$ cat src/rtl/cmpu_pkg.sv
package cmpu_pkg;
  localparam int unsigned OP_W = 4;

  typedef enum logic [OP_W-1:0] {
    CMP_EQ_IMM = 4'd0,
    CMP_EQ     = 4'd1,
    CMP_UGE    = 4'd2,
    CMP_SGE    = 4'd3,
    CMP_UGT    = 4'd4,
    CMP_SGT    = 4'd5,
    CMP_NNEG   = 4'd6,
    CMP_POS    = 4'd7,
    CMP_ANYB   = 4'd8
  } cmp_op_e;
endpackage

$ cat src/rtl/cmpu_lanes.sv
module cmpu_lanes #(
  parameter int unsigned DATA_W = 32,
  parameter int unsigned LANE_W = 8,
  localparam int unsigned NLANES = DATA_W / LANE_W
) (
  input  logic [DATA_W-1:0] a,
  input  logic [DATA_W-1:0] b,
  output logic [NLANES-1:0] lane_hit
);
  for (genvar g = 0; g < NLANES; g++) begin : g_lane
    assign lane_hit[g] = (a[g*LANE_W +: LANE_W] == b[g*LANE_W +: LANE_W]);
  end
endmodule

$ cat src/rtl/cmpu_mag.sv
module cmpu_mag #(
  parameter int unsigned DATA_W = 32,
  localparam int unsigned MSB = DATA_W - 1
) (
  input  logic [DATA_W-1:0] lhs,
  input  logic [DATA_W-1:0] rhs,
  output logic              eq,
  output logic              gt_u,
  output logic              gt_s
);
  logic [DATA_W:0] diff;
  logic            signs_differ;

  // lhs - rhs with one extra bit; the top bit is the unsigned borrow
  assign diff         = {1'b0, lhs} - {1'b0, rhs};
  assign eq           = (lhs == rhs);
  assign gt_u         = ~diff[DATA_W] & ~eq;
  assign signs_differ = lhs[MSB] ^ rhs[MSB];
  // with differing signs the non-negative side is larger
  assign gt_s         = signs_differ ? ~lhs[MSB] : gt_u;
endmodule

$ cat src/rtl/cmpu_tflag.sv
module cmpu_tflag
  import cmpu_pkg::*;
#(
  parameter int unsigned DATA_W = 32,
  parameter int unsigned LANE_W = 8,
  parameter int unsigned IMM_W  = 8,
  localparam int unsigned NLANES = DATA_W / LANE_W,
  localparam int unsigned MSB    = DATA_W - 1
) (
  input  logic [OP_W-1:0]   cmp_op,
  input  logic [DATA_W-1:0] rn,
  input  logic [DATA_W-1:0] rm,
  input  logic [DATA_W-1:0] r0,
  input  logic [IMM_W-1:0]  imm8,
  output logic              t_out
);
  logic [DATA_W-1:0] imm_ext;
  logic [NLANES-1:0] reg_hit, imm_hit;
  logic              rr_eq, rr_gt_u, rr_gt_s;
  logic              z_eq, z_gt_u, z_gt_s;
  logic              any_byte, imm_eq;

  assign imm_ext = {{(DATA_W-IMM_W){imm8[IMM_W-1]}}, imm8};

  cmpu_mag #(.DATA_W(DATA_W)) u_mag_rr (
    .lhs(rn), .rhs(rm), .eq(rr_eq), .gt_u(rr_gt_u), .gt_s(rr_gt_s));

  cmpu_mag #(.DATA_W(DATA_W)) u_mag_zero (
    .lhs(rn), .rhs('0), .eq(z_eq), .gt_u(z_gt_u), .gt_s(z_gt_s));

  cmpu_lanes #(.DATA_W(DATA_W), .LANE_W(LANE_W)) u_lanes_rr (
    .a(rn), .b(rm), .lane_hit(reg_hit));

  cmpu_lanes #(.DATA_W(DATA_W), .LANE_W(LANE_W)) u_lanes_imm (
    .a(r0), .b(imm_ext), .lane_hit(imm_hit));

  assign any_byte = |reg_hit;
  assign imm_eq   = &imm_hit;

  always_comb begin
    case (cmp_op)
      CMP_EQ_IMM: t_out = imm_eq;
      CMP_EQ:     t_out = rr_eq;
      CMP_UGE:    t_out = rr_gt_u | rr_eq;
      CMP_SGE:    t_out = rr_gt_s | rr_eq;
      CMP_UGT:    t_out = rr_gt_u;
      CMP_SGT:    t_out = rr_gt_s;
      CMP_NNEG:   t_out = z_gt_s | z_eq;
      CMP_POS:    t_out = z_gt_s;
      CMP_ANYB:   t_out = any_byte;
      default:    t_out = 1'b0;
    endcase
  end

  // guards relating the separate compare paths
  always_comb begin
    if (cmp_op > OP_W'(CMP_ANYB))
      p_undef_low_r1: assert (!t_out) else $error("undefined code set flag");
    if (cmp_op == CMP_EQ && rn == rm)
      p_self_eq_r2: assert (t_out) else $error("equal operands not flagged");
    if (cmp_op == CMP_UGT && rr_eq)
      p_self_hi_r5: assert (!t_out) else $error("higher on equal operands");
    if (cmp_op == CMP_SGE && !rn[MSB] && rm[MSB])
      p_sign_ge_r6: assert (t_out) else $error("non-negative below negative");
    if (cmp_op == CMP_UGE && rr_gt_u)
      p_hi_implies_hs_r4: assert (t_out) else $error("higher but not same-or-higher");
    if (cmp_op == CMP_ANYB && rr_eq)
      p_full_eq_lanes_r10: assert (t_out) else $error("equal words miss lane match");
    if (cmp_op == CMP_POS && t_out)
      p_pos_nonzero_r9: assert (z_gt_u) else $error("positive flagged on zero");
  end
endmodule

$ cat config.mk
export PLATFORM = sky130hd
export DESIGN_NAME = cmpu_tflag
export DESIGN_NICKNAME = d
export VERILOG_FILES = /design/src/rtl/cmpu_pkg.sv /design/src/rtl/cmpu_lanes.sv /design/src/rtl/cmpu_mag.sv /design/src/rtl/cmpu_tflag.sv
export SDC_FILE = /design/constraint.sdc
export NUM_CORES = 1
export LEC_CHECK = 0
export ABC_AREA = 1
export BUFFER_PORTS_ARGS = -buffer_cell sky130_fd_sc_hd__buf_2
export CORE_MARGIN = 2
export CORE_UTILIZATION = 41
export DETAILED_ROUTE_END_ITERATION = 7
export PLACE_DENSITY = 0.88
export SYNTH_ARGS = -nofsm -noshare
export SYNTH_HDL_FRONTEND = slang
export SYNTH_SLANG_ARGS = --single-unit
$ cat constraint.sdc
create_clock -name vclk -period 2.5
set_clock_uncertainty 0.1 [all_clocks]
set_input_delay 0.625 -clock vclk [all_inputs]
set_output_delay 0.625 -clock vclk [all_outputs]
set_load 0.1 [all_outputs]
### Word level (Yosys, flattened, before mapping)

Cells that the tools add are included.

| storage, ports and cells | value |
|---|---|
| memories | 0 |
| output and inout bits | 1 |
| flip-flop bits (word level) | 0 |
| memory bits (writable) | 0 |
| latch bits | 0 |
| bits in read-only memories | 0 |

| operators by class | value |
|---|---|
| eq/ne operators | 17 |
| mux-type cells | 3 |
| order comparisons | 0 |
| bitwise logic cells | 9 |
| reductions and logical operators | 4 |
| add/subtract/negate cells | 1 |
| multipliers | 0 |
| shift-type cells | 0 |
| div/mod/pow operators | 0 |

Operators by type and width:

| operator | count |
|---|---|
| $eq A8 B8 Y1 | 8 |
| $sub A32 B32 Y33 | 1 |
| $eq A32 B32 Y1 | 1 |
| $logic_not A32 Y1 | 1 |
| $eq A4 B3 Y1 const B | 4 |
| $pmux W1 S9 | 1 |
| $eq A4 B2 Y1 const B | 2 |
| $eq A4 B1 Y1 const B | 1 |
| $eq A4 B4 Y1 const B | 1 |
| $logic_not A4 Y1 | 1 |
| $not A1 Y1 | 4 |
| $reduce_and A4 Y1 | 1 |
| $reduce_or A4 Y1 | 1 |
| $or A1 B1 Y1 | 3 |
| $mux W1 | 2 |
| $and A1 B1 Y1 | 1 |
| $xor A1 B1 Y1 | 1 |

### Longest topological paths before layout

| logic depth | value |
|---|---|
| word-level depth | 6 |
| mapped depth | 15 |
| depth with buffers taken out | 15 |

### Hierarchy

A second synthesis with hierarchy kept.

| second synthesis, totals | value |
|---|---|
| cell total of the unflattened synthesis | 679 |
| area total of the unflattened synthesis | 3245.6 um2 |

Modules (own cells, without submodules):

| module | area each (um2) | times used | cells each |
|---|---|---|---|
| cmpu_mag | 884.6 | 2 | 146 |
| cmpu_lanes | 660.6 | 2 | 176 |
| cmpu_tflag | 155.1 | 1 | 35 |

### Worst setup path before layout

OpenSTA, ideal clock, no wires.

| timing | value |
|---|---|
| path type | input -> output |
| from | in rm[31] |
| to | out t_out |
| stages | 13 |
| data arrival time | 2.144 ns |
| data required time | 1.775 ns |
| path buffers | 0 |
| setup slack | -0.369 ns |
| cell sequence | inv_1 ha_1 nand2_1 nor2_2 nand2_2 inv_2 nand2_4 nor2_8 nand3_2 nand2_1 nand2_1 nand2_1 nand3_2 |

| on the way | value |
|---|---|
| longest elaborated chain between the ends | 6 |
| elaborated cells between the ends (all ways) | 12 |
| classes of those cells | add/sub: 1; eq/ne: 2; mux: 2; bitwise: 6; reduce/logical: 1 |

Ends and longest elaborated chain:

| element | line | text |
|---|---|---|
| from (decl) | cmpu_tflag.sv:12 | `input logic [DATA_W-1:0] rm,` |
| $sub A32 B32 Y33 / $eq A32 B32 Y1 (equally long branches) | cmpu_mag.sv:15, cmpu_mag.sv:16 |  |
| $not A1 Y1 | cmpu_mag.sv:17 | `assign gt_u = ~diff[DATA_W] & ~eq;` |
| $and A1 B1 Y1 | cmpu_mag.sv:17 |  |
| $mux W1 | cmpu_mag.sv:20 | `assign gt_s = signs_differ ? ~lhs[MSB] : gt_u;` |
| $or A1 B1 Y1 | cmpu_tflag.sv:45 | `CMP_SGE: t_out = rr_gt_s \| rr_eq;` |
| $pmux W1 S9 * | cmpu_tflag.sv:41 | `case (cmp_op)` |
| to (decl) | cmpu_tflag.sv:15 | `output logic t_out` |

Mark *: on every way between the ends. The rest lies on a longest branch, timed or not.

### Worst setup path in the final report

| timing | value |
|---|---|
| from | in rn[18] |
| to | out t_out |

| on the way | value |
|---|---|
| longest elaborated chain between the ends | 6 |
| elaborated cells between the ends (all ways) | 15 |
| classes of those cells | add/sub: 1; eq/ne: 2; mux: 3; bitwise: 7; reduce/logical: 2 |

Ends and longest elaborated chain:

| element | line | text |
|---|---|---|
| from (decl) | cmpu_tflag.sv:11 | `input logic [DATA_W-1:0] rn,` |
| $sub A32 B32 Y33 / $eq A32 B32 Y1 (equally long branches) | cmpu_mag.sv:15, cmpu_mag.sv:16 |  |
| $not A1 Y1 | cmpu_mag.sv:17 |  |
| $and A1 B1 Y1 | cmpu_mag.sv:17 |  |
| $mux W1 | cmpu_mag.sv:20 |  |
| $or A1 B1 Y1 | cmpu_tflag.sv:45 |  |
| $pmux W1 S9 * | cmpu_tflag.sv:41 |  |

Marks and branches as above.

==> results by group <==
Outcome
  • Run status: complete, but fails checks
  • Failing checks: negative setup slack

Route
  • Final WL: ~6000 µm
  • DR vias: between 2k and 2.5k
  • Drt drc: 0
  • Iteration-0 DRC Markers: 66
  • Remaining antenna violation count after routing: 0
  • Drt via density: 4.91
  • DR WL/cell: ~12 µm
  • DRT Pass-1 Iters: 6

Logic synthesis
  • Area contributors post-synth: ha_1 (24%), nand2_1 (24%), nor2_1 (15%), inv_1 (15%), nand3_1 (3.0%)
  • Area share of the largest cell type after synthesis: between 20% and 30%
  • Post-Syn Area: 1650 µm²
  • Most common cell in the netlist: nand2_1
  • Synth area leader: ha_1
  • Synth Instances: between 300 and 400
  • Distinct cells, synth: 25
  • Seq/Total Area, Yosys: 0%
  • Synth Area per Inst: between 5 and 6 µm²
  • Warnings, synthesis: 0
  • Post-Syn Nets: 463
  • Top post-synthesis cells by count: nand2_1 (106), nor2_1 (66), inv_1 (64)

Worst setup path
  • WS Path Type: in2out
  • Critical Path Fanout Max: 3
  • Type of origin of the critical path: primary input
  • Worst EP required: around 1.8 ns
  • Worst Path Arrival: about 2.1 ns
  • Crit. End Element: output pin

Cells and area
  • Ant diodes: 0
  • Area Growth Syn to Fin: 84.5%
  • Clock buffers: 0
  • Register area: 0 µm²
  • FFs & Latches: 0
  • Multi-input logic area: around 2000 µm²
  • Fin util: roughly 77%
  • Ratio of cells with drive above 1 in the final layout: between 50% and 60%
  • Post-route insts no fill: between 400 and 500
  • Final net count: 585
  • Fill count: ~270

Global routing
  • Largest net degree at the start of global routing: 9
  • GR Util All Layers: around 19%
  • Overflow after GRT: 0
  • First-pass GRT wire length: 7260 µm
  • Antenna violations before repair: 0
  • Vias in the first global route: between 1.5k and 2k

Min path
  • HP Class: in2out
  • HP Start: cmp_op[3]
  • Hold Path End: t_out
  • Hold Path Cell Cnt: 8

Power and ir drop
  • Pwr Density: between 150 and 200 nW/µm²
  • Clock share of power: 0%
  • Worst VDD drop: 0.115 mV
  • Switch Pwr: 258 µW
  • P_int: between 200 and 300 µW
  • Register share of total power: 0%
  • Comb pwr share: between 90% and 100%
  • Sw frac: 50.2%
  • Total power: 513 µW
  • Leakage: between 0.0015 and 0.002 µW

Floorplanning
  • Initial core utilization: between 40% and 50%
  • Chip Height: a little under 70 µm
  • Row cnt: 23
  • Die footprint: 4550 µm²
  • Core Region: 3940 µm²
  • Ports: around 110
  • Die width: between 60 and 70 µm

Timing
  • RSZ-0062 raised after global routing: true
  • Final Critical Period: approximately 2.9 ns
  • Setup ws final: -0.356 ns
  • Worst slew pin tran: about 0.33 ns
  • Final setup violation count: 1
  • Total negative slack: -0.356 ns
  • Fin. max-slew vios: 0
  • Slew headroom: 77.9%
  • FMAX: around 350 MHz
  • Fin crit share: 114%
  • Final Hold Vio Count: 0

Placement
  • IO Port Bufs: approximately 110
  • Pre-CTS WS: -0.332 ns
  • Post-Place Cells: roughly 490
  • Placer Congestion: ~0.80
  • DP HPWL: a little under 4000 µm

CTS
  • # hold bufs at CTS: 0

Flow run
  • Max Cap Viol: 0
## routing by layer
metal  global-route usage [%]  routed length [µm]  part of all wire [%]
met5                        0                   0                     0
met4                     2.30                 218                   3.7
met3                     1.17                 270                   4.6
met2                     38.7                3240                    55
met1                     22.9                2190                    37
## power by group through the flow
stage | logic, µW | clock network, µW | registers, µW
after floorplan | 183 | 0 | 0
after global placement | 323 | 0 | 0
after detailed placement | 335 | 0 | 0
after CTS | 383 | 0 | 0
after global routing | 564 | 0 | 0
final | 513 | 0 | 0
## worst max-delay path, stage by stage
cell     delay (ns)
buf_4          0.13
ha_4           0.26
nand2_2        0.05
inv_2          0.09
nand2_2        0.08
nor2_4         0.12
nand2_4        0.07
nor2_8         0.10
nand4_1        0.11
nand2_1        0.10
nor2_2         0.04
nand2_2        0.06
inv_2          0.04
nand3_4        0.08
buf_12         0.17
## what timing repair did
item,4_1_cts,5_1_grt
resized for setup,35,92
setup buffers,2,0
setup endpoints to repair,1,1
pin swaps,17,48
## how the worst max path moves through the flow
stage                      start    end  slack, ns  cells past startpoint
after floorplan           rm[31]  t_out      -0.15                     13
after global placement    rn[29]  t_out      -0.32                     15
after detailed placement  rn[29]  t_out      -0.33                     15
after CTS                 rn[31]  t_out      -0.33                     15
after global routing      rm[22]  t_out      -0.46                     14
final                     rn[18]  t_out      -0.36                     15
## cells in the final DEF, fill, tap and decap left out, drive strengths merged
cell type / count
buf: 121
clkinv: 2
ha: 32
nand2: 110
a21boi: 1
nor3: 2
nand4: 5
a21o: 2
a21oi: 10
o21ai: 3
xor2: 1
nand3: 12
nor2: 74
inv: 67
nor4: 1
## metrics by stage
stage / hold slack (ns) / cell area, µm²
floorplan: 1.59 / 1680
CTS: 1.82 / 2590
finish: 1.82 / 3050
global placement: 1.82 / 2370
detailed placement: 1.83 / 2370
global route: 1.85 / 3050
## layout make-up
type | instances | share of cell area (%)
Tap cell | 50 | 2.05
Inverter | 69 | 8.67
Timing Repair Buffer | 121 | 24.9
Multi-Input combinational cell | 253 | 64.4
## kinds of logic (layout without fill, tap and decap cells)
kind of cell | after synthesis | in the layout | share of synthesized area [%]
adders and majority gates | 32 | 32 | 24.2
buffers and inverters | 70 | 190 | 16.0
xor gates and xnor gates | 1 | 1 | 0.530
and+or+nand+nor | 204 | 204 | 53.5
AOI/OAI and AO/OA | 16 | 16 | 5.76
No activity file was read; power rests on OpenSTA's default activity.
